===== config.mk =====
export PLATFORM = sky130hd
export DESIGN_NAME = dual_sel_ram
export DESIGN_NICKNAME = d
export VERILOG_FILES = /design/src/rtl/dual_sel_ram_pkg.sv /design/src/rtl/dual_sel_ram_ctrl.sv /design/src/rtl/dual_sel_ram_array.sv /design/src/rtl/dual_sel_ram.sv
export SDC_FILE = /design/constraint.sdc
export NUM_CORES = 1
export LEC_CHECK = 0
export BUFFER_PORTS_ARGS = -buffer_cell sky130_fd_sc_hd__buf_2
export CORE_MARGIN = 2
export CORE_UTILIZATION = 45
export CTS_CLUSTER_DIAMETER = 30
export CTS_CLUSTER_SIZE = 20
export DETAILED_ROUTE_END_ITERATION = 16
export PLACE_DENSITY = 0.58
export REMOVE_ABC_BUFFERS = 1
export SYNTH_ARGS = -nofsm -noshare
export SYNTH_HDL_FRONTEND = slang
export SYNTH_SLANG_ARGS = --single-unit

===== constraint.sdc =====
create_clock -name clk -period 6 [get_ports clk]
set_input_delay 0.3 -clock clk [delete_from_list [all_inputs] [get_ports clk]]
set_output_delay 0.3 -clock clk [all_outputs]
set_load 0.02 [all_outputs]

===== src/rtl/dual_sel_ram_pkg.sv =====
package dual_sel_ram_pkg;
    localparam int unsigned DEF_ADDR_W = 8;
    localparam int unsigned DEF_DATA_W = 4;

    typedef enum logic [1:0] {
        OP_STANDBY = 2'd0,
        OP_READ    = 2'd1,
        OP_WRITE   = 2'd2
    } op_mode_e;
endpackage


===== src/rtl/dual_sel_ram_ctrl.sv =====
module dual_sel_ram_ctrl
    import dual_sel_ram_pkg::*;
#(
    parameter int unsigned DATA_W = DEF_DATA_W
) (
    input  logic              rst_n,
    input  logic              sel_lo_n,
    input  logic              sel_hi,
    input  logic              out_dis,
    input  logic              rd_wr_n,
    input  logic [DATA_W-1:0] din,
    input  logic [DATA_W-1:0] rd_data,
    output logic              wr_en,
    output logic [DATA_W-1:0] dout,
    output logic              dout_en
);
    op_mode_e mode;

    always_comb begin
        if (sel_lo_n || !sel_hi) mode = OP_STANDBY;
        else if (rd_wr_n)        mode = OP_READ;
        else                     mode = OP_WRITE;
    end

    always_comb begin
        wr_en   = rst_n && (mode == OP_WRITE);
        dout_en = (mode != OP_STANDBY) && !out_dis;
        dout    = '0;
        if (dout_en) begin
            dout = (mode == OP_WRITE) ? din : rd_data;
        end
    end
endmodule


===== src/rtl/dual_sel_ram_array.sv =====
module dual_sel_ram_array
    import dual_sel_ram_pkg::*;
#(
    parameter int unsigned ADDR_W = DEF_ADDR_W,
    parameter int unsigned DATA_W = DEF_DATA_W
) (
    input  logic              clk,
    input  logic              rst_n,
    input  logic              wr_en,
    input  logic [ADDR_W-1:0] addr,
    input  logic [DATA_W-1:0] wr_data,
    output logic [DATA_W-1:0] rd_data
);
    localparam int unsigned DEPTH = 1 << ADDR_W;

    typedef logic [DATA_W-1:0] word_t;

    word_t mem_d [DEPTH];
    word_t mem_q [DEPTH];

    always_comb begin
        mem_d = mem_q;
        if (wr_en) begin
            mem_d[addr] = wr_data;
        end
    end

    always_ff @(posedge clk) begin
        mem_q <= mem_d;
    end

    assign rd_data = mem_q[addr];


    wr_commit_chk: assert property (@(posedge clk) disable iff (!rst_n)
        wr_en |=> (mem_q[$past(addr)] == $past(wr_data)));


    no_write_hold_chk: assert property (@(posedge clk) disable iff (!rst_n)
        !wr_en |=> (mem_q[$past(addr)] == $past(mem_q[addr])));
endmodule


===== src/rtl/dual_sel_ram.sv =====
module dual_sel_ram
    import dual_sel_ram_pkg::*;
#(
    parameter int unsigned ADDR_W = DEF_ADDR_W,
    parameter int unsigned DATA_W = DEF_DATA_W
) (
    input  logic              clk,
    input  logic              rst_n,
    input  logic [ADDR_W-1:0] addr,
    input  logic [DATA_W-1:0] din,
    input  logic              sel_lo_n,
    input  logic              sel_hi,
    input  logic              out_dis,
    input  logic              rd_wr_n,
    output logic [DATA_W-1:0] dout,
    output logic              dout_en
);
    logic              wr_en;
    logic [DATA_W-1:0] rd_data;

    dual_sel_ram_ctrl #(.DATA_W(DATA_W)) u_ctrl (
        .rst_n   (rst_n),
        .sel_lo_n(sel_lo_n),
        .sel_hi  (sel_hi),
        .out_dis (out_dis),
        .rd_wr_n (rd_wr_n),
        .din     (din),
        .rd_data (rd_data),
        .wr_en   (wr_en),
        .dout    (dout),
        .dout_en (dout_en)
    );

    dual_sel_ram_array #(.ADDR_W(ADDR_W), .DATA_W(DATA_W)) u_array (
        .clk    (clk),
        .rst_n  (rst_n),
        .wr_en  (wr_en),
        .addr   (addr),
        .wr_data(din),
        .rd_data(rd_data)
    );


    standby_hiz_chk: assert property (@(posedge clk) disable iff (!rst_n)
        (sel_lo_n || !sel_hi) |-> (!dout_en && dout == '0));


    out_dis_hiz_chk: assert property (@(posedge clk) disable iff (!rst_n)
        out_dis |-> (!dout_en && dout == '0));


    wr_echo_chk: assert property (@(posedge clk) disable iff (!rst_n)
        (!sel_lo_n && sel_hi && !out_dis && !rd_wr_n) |-> (dout_en && dout == din));


    rd_drive_chk: assert property (@(posedge clk) disable iff (!rst_n)
        (!sel_lo_n && sel_hi && !out_dis && rd_wr_n) |-> dout_en);


    hidden_wr_chk: assert property (@(posedge clk) disable iff (!rst_n)
        (!sel_lo_n && sel_hi && out_dis && !rd_wr_n) |-> (wr_en && !dout_en));
endmodule


Word-level counts from Yosys, hierarchy flattened --
Index checks and enable logic that the tools add are counted.
Word-level totals: register bits after elaboration 1024, output and inout port bits 5, input port bits 18, word-level logic and storage cells 277
Operators by class: bitwise gates (word level) 1, muxes and demuxes 10, eq/ne operators 1, order comparisons 2, reductions and logical operators 7
Operators with widths (number):
- $bwmux W1024 | 1
- $bmux W4 S8 | 1
- $demux W4 S8 | 1
- $mux W4 | 5
- $ge A9 B9 Y1 const B | 1
- $lt A9 B1 Y1 const B | 1
- $not A8 Y9 | 1
- $mux W2 | 2
- $logic_and A1 B1 Y1 | 3
- $eq A2 B2 Y1 const B | 1
- $logic_not A1 Y1 | 2
- $reduce_bool A2 Y1 | 1
- $logic_or A1 B1 Y1 | 1

Logic depth before layout (Yosys ltp) --
Gate-level depths: netlist (run 1).
depth after elaboration 6, gate-level depth with buffers 13, mapped depth without buffers 7

Hierarchy --
From an unflattened synthesis (run 1), not the netlist that was laid out.
Second synthesis, totals: cell total of the unflattened synthesis 1949, area, all modules 39928.3 sq um
Modules (own cells, without submodules):
- dual_sel_ram_array | area an instance 39840.7 sq um, instances 1, cells each 1937
- dual_sel_ram_ctrl | area an instance 87.6 sq um, instances 1, cells each 12

Least setup slack after synthesis (run 1) --
OpenSTA, ideal clock, no wires.
kind in2out, from input port addr[0], to output port dout[0], data required time 5700 ps, stages on the path 11, buffers on the path 4, path slack 3173 ps, arrival 2527 ps, cell sequence buf_6 -> buf_4 -> buf_6 -> buf_2 -> mux4_2 -> mux2i_1 -> o32ai_1 -> nor4_1 -> nand3_1 -> a31oi_1 -> a31oi_1
On the way: longest elaborated chain between the ends 6
RTL lines:
- start: declaration | line dual_sel_ram.sv:9 | input logic [ADDR_W-1:0] addr,
- $not A8 Y9 (implied by the code) | line dual_sel_ram_array.sv:32 | assign rd_data = mem_q[addr];
- $bmux W4 S8 | line dual_sel_ram_array.sv:32
- $mux W4 (implied by the code) (2 in a row) | line dual_sel_ram_array.sv:32
- $mux W4 | line dual_sel_ram_ctrl.sv:30 | dout = (mode == OP_WRITE) ? din : rd_data;
- $mux W4 | line dual_sel_ram_ctrl.sv:29 | if (dout_en) begin
- end: declaration | line dual_sel_ram.sv:15 | output logic [DATA_W-1:0] dout,
No other way between the ends. The select of a mux whose other input is x is not followed.

Worst setup path in the final report (run 1) --
from input port addr[4], to output port dout[2]
Same word-level chain as after synthesis.

==> results of run 1 <==
final cells by class:
type | instances | area, µm²
Fill cell | 6829 | 41200
Sequential cell | 1024 | 30700
Multi-Input combinational cell | 883 | 9120
Clock buffer | 221 | 4870
Clock inverter | 130 | 1470
Tap cell | 1176 | 1470
Timing Repair Buffer | 76 | 651
Inverter | 7 | 28.8
worst paths after layout:
check    start  cells after the start                      endpoint
max    addr[4]                      8                       dout[2]
min     din[0]                      1  u_array.mem_q[716]$_DFFE_PP_
per-layer routing:
layer / track usage / vias up / share of wire
met4: 0.0766 / 0 / 0.028
met2: 0.355 / 994 / 0.48
met3: 0.0590 / 205 / 0.082
met1: 0.321 / 11300 / 0.42
li1: - / 8678 / -
met5: 0 / - / 0
cell families after synthesis:
family,after synthesis,synth area share
simple gates,457,0.0466
flops,1024,0.759
mux,324,0.158
compound gates,102,0.0191
buf+inv,135,0.0168
stage by stage:
| step | area (µm²) | cells | hold WS, ns |
|---|---|---|---|
| final | 48400 | 3517 | 0.0354 |
| after global routing | 48400 | 3517 | 0.0526 |
| after CTS | 48400 | 3516 | 0.0218 |
| after detailed placement | 42000 | 3164 | 0.803 |
| after global placement | 42000 | 3164 | 0.795 |
| after floorplan | 39900 | 1914 | 0.399 |
cells in the final DEF, fill, tap and decap left out, drive strengths merged, types with 12 or more instances in the layout:
cell type,n
clkinvlp,22
a22oi,24
nor3,13
mux2i,70
bufinv,21
buf,74
inv,20
clkinv,74
clkbuf,222
nand2,92
a32oi,13
edfxtp,1024
nor2b,12
mux4,254
nand3,28
nor2,286
where the power goes:
part / internal (µW) / switching, µW
clock network: 6740 / 3660
registers: 7890 / 0.592
logic: 242 / 463
==> metrics.yaml, run 1 <==
timing_worst_slew_pin_value_ns: 1.35
gate_count_post_synth: 2042
cts.sinks: 1024
initial_utilization: 0.452
postSynthAreaPerCell_um2: 19.8
syn_to_final_growth_pct: 19.4
largest_register_ffs: 1024
finalPower_uw: 19000
worst_hold_path_type: "input pin to flip-flop"
antenna_found_initial: 0
crit_chain: "buf_2, clkinv_1, nor2_2, a32oi_1, nand3_1, a31oi_1, or3_1, buf_2"
power.ir.vdd_worst_mv: 0.239
pre_cts_ws_ns: 1.75
slew_headroom: 0.101
synth_edf_count: 1024
postCtsSetupRepairBufs: 0
post-route-period-util: 0.717
drt_wl_total_um: 105000
htree_num_levels: 4
post-route-drc-count: 0
synth.lib_cells_used.distinct: 51
ys_top_cells_by_area: "sky130_fd_sc_hd__edfxtp_1 (76%), sky130_fd_sc_hd__mux4_2 (14%), sky130_fd_sc_hd__nor2_1 (2.6%)"
clk_slew_on_worst_s_h_paths_ns: 0.05
slew_violations: 0
max_cap_viol_count: 0
rsz0062_at_grt: "false"
groute.usage.overall: 0.230
numCtsBuffers: 190
n_antenna_cell: 0
timing.critical_path.to_type: "primary output"
cts-root-buf: "sky130_fd_sc_hd__clkbuf_16"
ratio_of_cells_with_drive_above_1_in_the_final_layout: 0.272
critical_path.startpoint_type: "input pin"
achievable-frequency_ghz: 0.233
ys_top_cells_by_count: "sky130_fd_sc_hd__edfxtp_1 (1024), sky130_fd_sc_hd__nor2_1 (286), sky130_fd_sc_hd__mux4_2 (254)"
port_buffer_count: 22
post-dp-hpwl_um: 62200
drt_pre_antenna_iters: 5
critical_path_arrival_ns: 4.00
setup-tns-final_ns: 0
die_width_um: 304
cts_resized: 0
timing.critical_path.slowest_stage_cell: "sky130_fd_sc_hd__nor2_2"
tritoncts: "built"
p_leak_uw: 0.0153
chipHeight_um: 304
postLayoutCoreUtil: 0.540
synthesis.yosys.warnings: 0
critPathTopFamily: "simple AND/OR/NAND/NOR gates"
synth.yosys.seq_area_share: 0.759
floorplan.core_area_mm2: 0.0896
layout_min_cycle_time_ns: 4.30
post_drt_wl_per_cell_um: 30.0
timing.critical_path.slowest_cell_delay_ns: 1.14
path_common_cell: "sky130_fd_sc_hd__buf_2"
syn-cell-area_mm2: 0.0405
yosys_register_bits: 1024
grt_max_degree: 187
placementRows: 110
synth_largest_type_area_fraction: 0.759
finalSetupViolCount: 0
synthFlopType: "sky130_fd_sc_hd__edfxtp_1"
cp_data_required_time_ns: 5.70
timing.critical_path.buf_inv: 3
criticalPathCategory: "input pin to primary output"
dominant_cell_by_count_in_the_synthesized_netlist: "sky130_fd_sc_hd__edfxtp_1"
hold_viol_final: 0
status: "finished clean"
antenna_left: 0
vias_after_detailed_routing: 21200
cts.path.max_buffers: 3
route.detailed.vias_per_inst: 6.01
synth-async-reset-ratio: 0
power.density_cell_area_mw_per_mm2: 393
drt-initial-drc-count: 2409
gp_congestion: 0.818
regMostFlops: "u_array.mem_q"
critical_path_peak_fanout: 19
io_pins: 23
overflow: 0
setup_ws_ns: 1.70
reg_top3: "u_array.mem_q (1024)"
yosysTopAreaCell: "sky130_fd_sc_hd__edfxtp_1"
die_area_mm2: 0.0925
grt_pass1_wl_um: 153000
final_nets: 2200
postCtsHoldBufs: 1
grt_pass1_vias: 21800
(Power assumes the default switching activity.)
==> run 2, diff against run 1 <==
--- a/config.mk
+++ b/config.mk
@@ -11,7 +11,7 @@
 export CTS_CLUSTER_DIAMETER = 30
 export CTS_CLUSTER_SIZE = 20
 export DETAILED_ROUTE_END_ITERATION = 16
-export PLACE_DENSITY = 0.58
+export PLACE_DENSITY = 0.6
 export REMOVE_ABC_BUFFERS = 1
 export SYNTH_ARGS = -nofsm -noshare
 export SYNTH_HDL_FRONTEND = slang
==> constraint.sdc (replaced) <==
create_clock -name clk -period 3.7 [get_ports clk]
set_input_delay 0.185 -clock clk [delete_from_list [all_inputs] [get_ports clk]]
set_output_delay 0.185 -clock clk [all_outputs]
set_load 0.02 [all_outputs]
==> metrics.yaml, run 2 (synthesized netlist as in run 1, its figures left out) <==
hold_viol_final: 8
gp_congestion: 0.834
critical_path_arrival_ns: 3.46
min_path_cells: 1
regMostFlops: "u_array.mem_q"
place_area_mm2: 0.0428
syn_to_final_growth_pct: 21.7
cts.sinks: 1024
p_leak_uw: 0.0158
timing.critical_path.to_type: "primary output"
die_area_mm2: 0.0925
layout_min_cycle_time_ns: 3.64
post-dp-hpwl_um: 65900
final_nets: 2275
slew_violations: 0
slew_headroom: 0.373
holdPathEnd: "u_array.mem_q[391]$_DFFE_PP_"
power.density_cell_area_mw_per_mm2: 637
cts-root-buf: "sky130_fd_sc_hd__clkbuf_16"
port_buffer_count: 22
grt_pass1_wl_um: 156000
achievable-frequency_ghz: 0.274
failed_checks: "hold timing"
initial_utilization: 0.452
ratio_of_cells_with_drive_above_1_in_the_final_layout: 0.303
post-route-cell-area_mm2: 0.0493
antenna_found_initial: 4
drt-initial-drc-count: 2397
grt_pass1_vias: 22400
layout_common_cells: "sky130_fd_sc_hd__edfxtp_1 (1024), sky130_fd_sc_hd__nor2_1 (283), sky130_fd_sc_hd__mux4_2 (254), sky130_fd_sc_hd__clkbuf_16 (182), sky130_fd_sc_hd__buf_4 (117)"
overflow: 0
post_drt_wl_per_cell_um: 29.6
critical_path_peak_fanout: 1
holdWs_ns: -0.0223
timing_worst_slew_pin_value_ns: 0.941
setup-tns-final_ns: 0
route.detailed.vias_per_inst: 6.01
clk_slew_on_worst_s_h_paths_ns: 0.05
drt_pre_antenna_iters: 6
chipHeight_um: 304
worst_hold_path_type: "input pin to flip-flop"
critical_path.startpoint: "u_array.mem_q[18]$_DFFE_PP_"
groute.usage.overall: 0.233
filler_cell_count: 6660
placementRows: 110
final_common_cell: "sky130_fd_sc_hd__edfxtp_1"
post-route-drc-count: 0
criticalPathCategory: "flip-flop to primary output"
cts.path.max_buffers: 3
drt_wl_total_um: 106000
post-route-period-util: 0.985
antenna_left: 0
vias_after_detailed_routing: 21600
finalSetupViolCount: 0
die_width_um: 304
numCtsBuffers: 181
grt_max_degree: 159
floorplan.core_area_mm2: 0.0896
critical_path.startpoint_type: "flip-flop"
max_cap_viol_count: 0
cp_data_required_time_ns: 3.51
rsz0062_at_grt: "false"
tritoncts: "built"
status: "finished with violations"
io_pins: 23
power.ir.vdd_worst_mv: 0.434
reg_top3: "u_array.mem_q (1024)"
timing.hold.worst.start: "din[3]"
largest_register_ffs: 1024
htree_num_levels: 4
## run 2: cell count changes in the layout (fill, tap and decap cells not counted), sizes merged
cell / previous run / this run
diode: 0 / 3
dlygate4sd3: 1 / 3
clkinvlp: 22 / 21
clkinv: 74 / 63
inv: 20 / 32
clkbuf: 222 / 196
bufinv: 21 / 30
buf: 74 / 157
## run 2: worst max path at each step
stage / to / slack (ns) / cells past startpoint
floorplan: dout[2] / 0.75 / 7
global placement: dout[3] / 0.21 / 12
detailed placement: dout[0] / 0.25 / 10
CTS: dout[2] / 0.05 / 7
global route: dout[2] / 0.01 / 8
finish: dout[2] / 0.06 / 8
## run 2: metrics by stage
step	hold slack [ns]	worst slack (ns)	std cells	utilization	power (µW)
floorplan	0.284	0.747	1914	-	13500
global placement	0.556	0.213	3247	0.477	14200
detailed placement	0.554	0.255	3247	0.477	14200
CTS	0.000372	0.0452	3585	0.550	31600
global route	0.0324	0.0121	3585	0.550	32200
finish	-0.0223	0.0566	3588	0.550	31400
## run 2: critical path: stages (launching register included)
cell and delay, ns:
sky130_fd_sc_hd__edfxtp_1 0.37, sky130_fd_sc_hd__mux4_2 0.52, sky130_fd_sc_hd__mux2i_1 0.17, sky130_fd_sc_hd__nor3_1 0.07, sky130_fd_sc_hd__or4_1 0.53, sky130_fd_sc_hd__nor4_4 0.21, sky130_fd_sc_hd__a31oi_1 0.11, sky130_fd_sc_hd__or3_1 0.49
sky130_fd_sc_hd__buf_2 0.21
## run 2: area by class of cell
type | count | area (µm²) | share of cell area
diodes | 3 | 7.51 | 0.000152
clock buffers | 196 | 4610 | 0.0934
clock inverters | 139 | 1910 | 0.0387
inverters | 7 | 28.8 | 0.000583
multi-input cells | 883 | 9110 | 0.185
flip-flops and latches | 1024 | 30700 | 0.623
well taps | 1176 | 1470 | 0.0298
repair buffers | 160 | 1440 | 0.0292
## run 2: power by group
| group | internal, µW | switching (µW) |
|---|---|---|
| combinational | 447 | 755 |
| clock | 11300 | 6140 |
| sequential | 12800 | 1.00 |
| total | 24500 | 6890 |
## run 2: what timing repair did
action                                  CTS  global route
cloned                                    0             0
endpoints found under the setup margin    1             1
hold buffers                              3             0
endpoints found under the hold margin   114             0
buffers inserted                          0             0
gates resized for setup                   1             1
## run 2: per-layer routing
metal	wire (µm)	vias to the layer above	share of wire	GRT usage
met3	9250	216	0.087	0.0560
met4	3340	2	0.031	0.0868
met1	43600	11400	0.41	0.328
li1	-	8848	-	-
met5	18	-	0.00017	0
met2	49900	1114	0.47	0.357
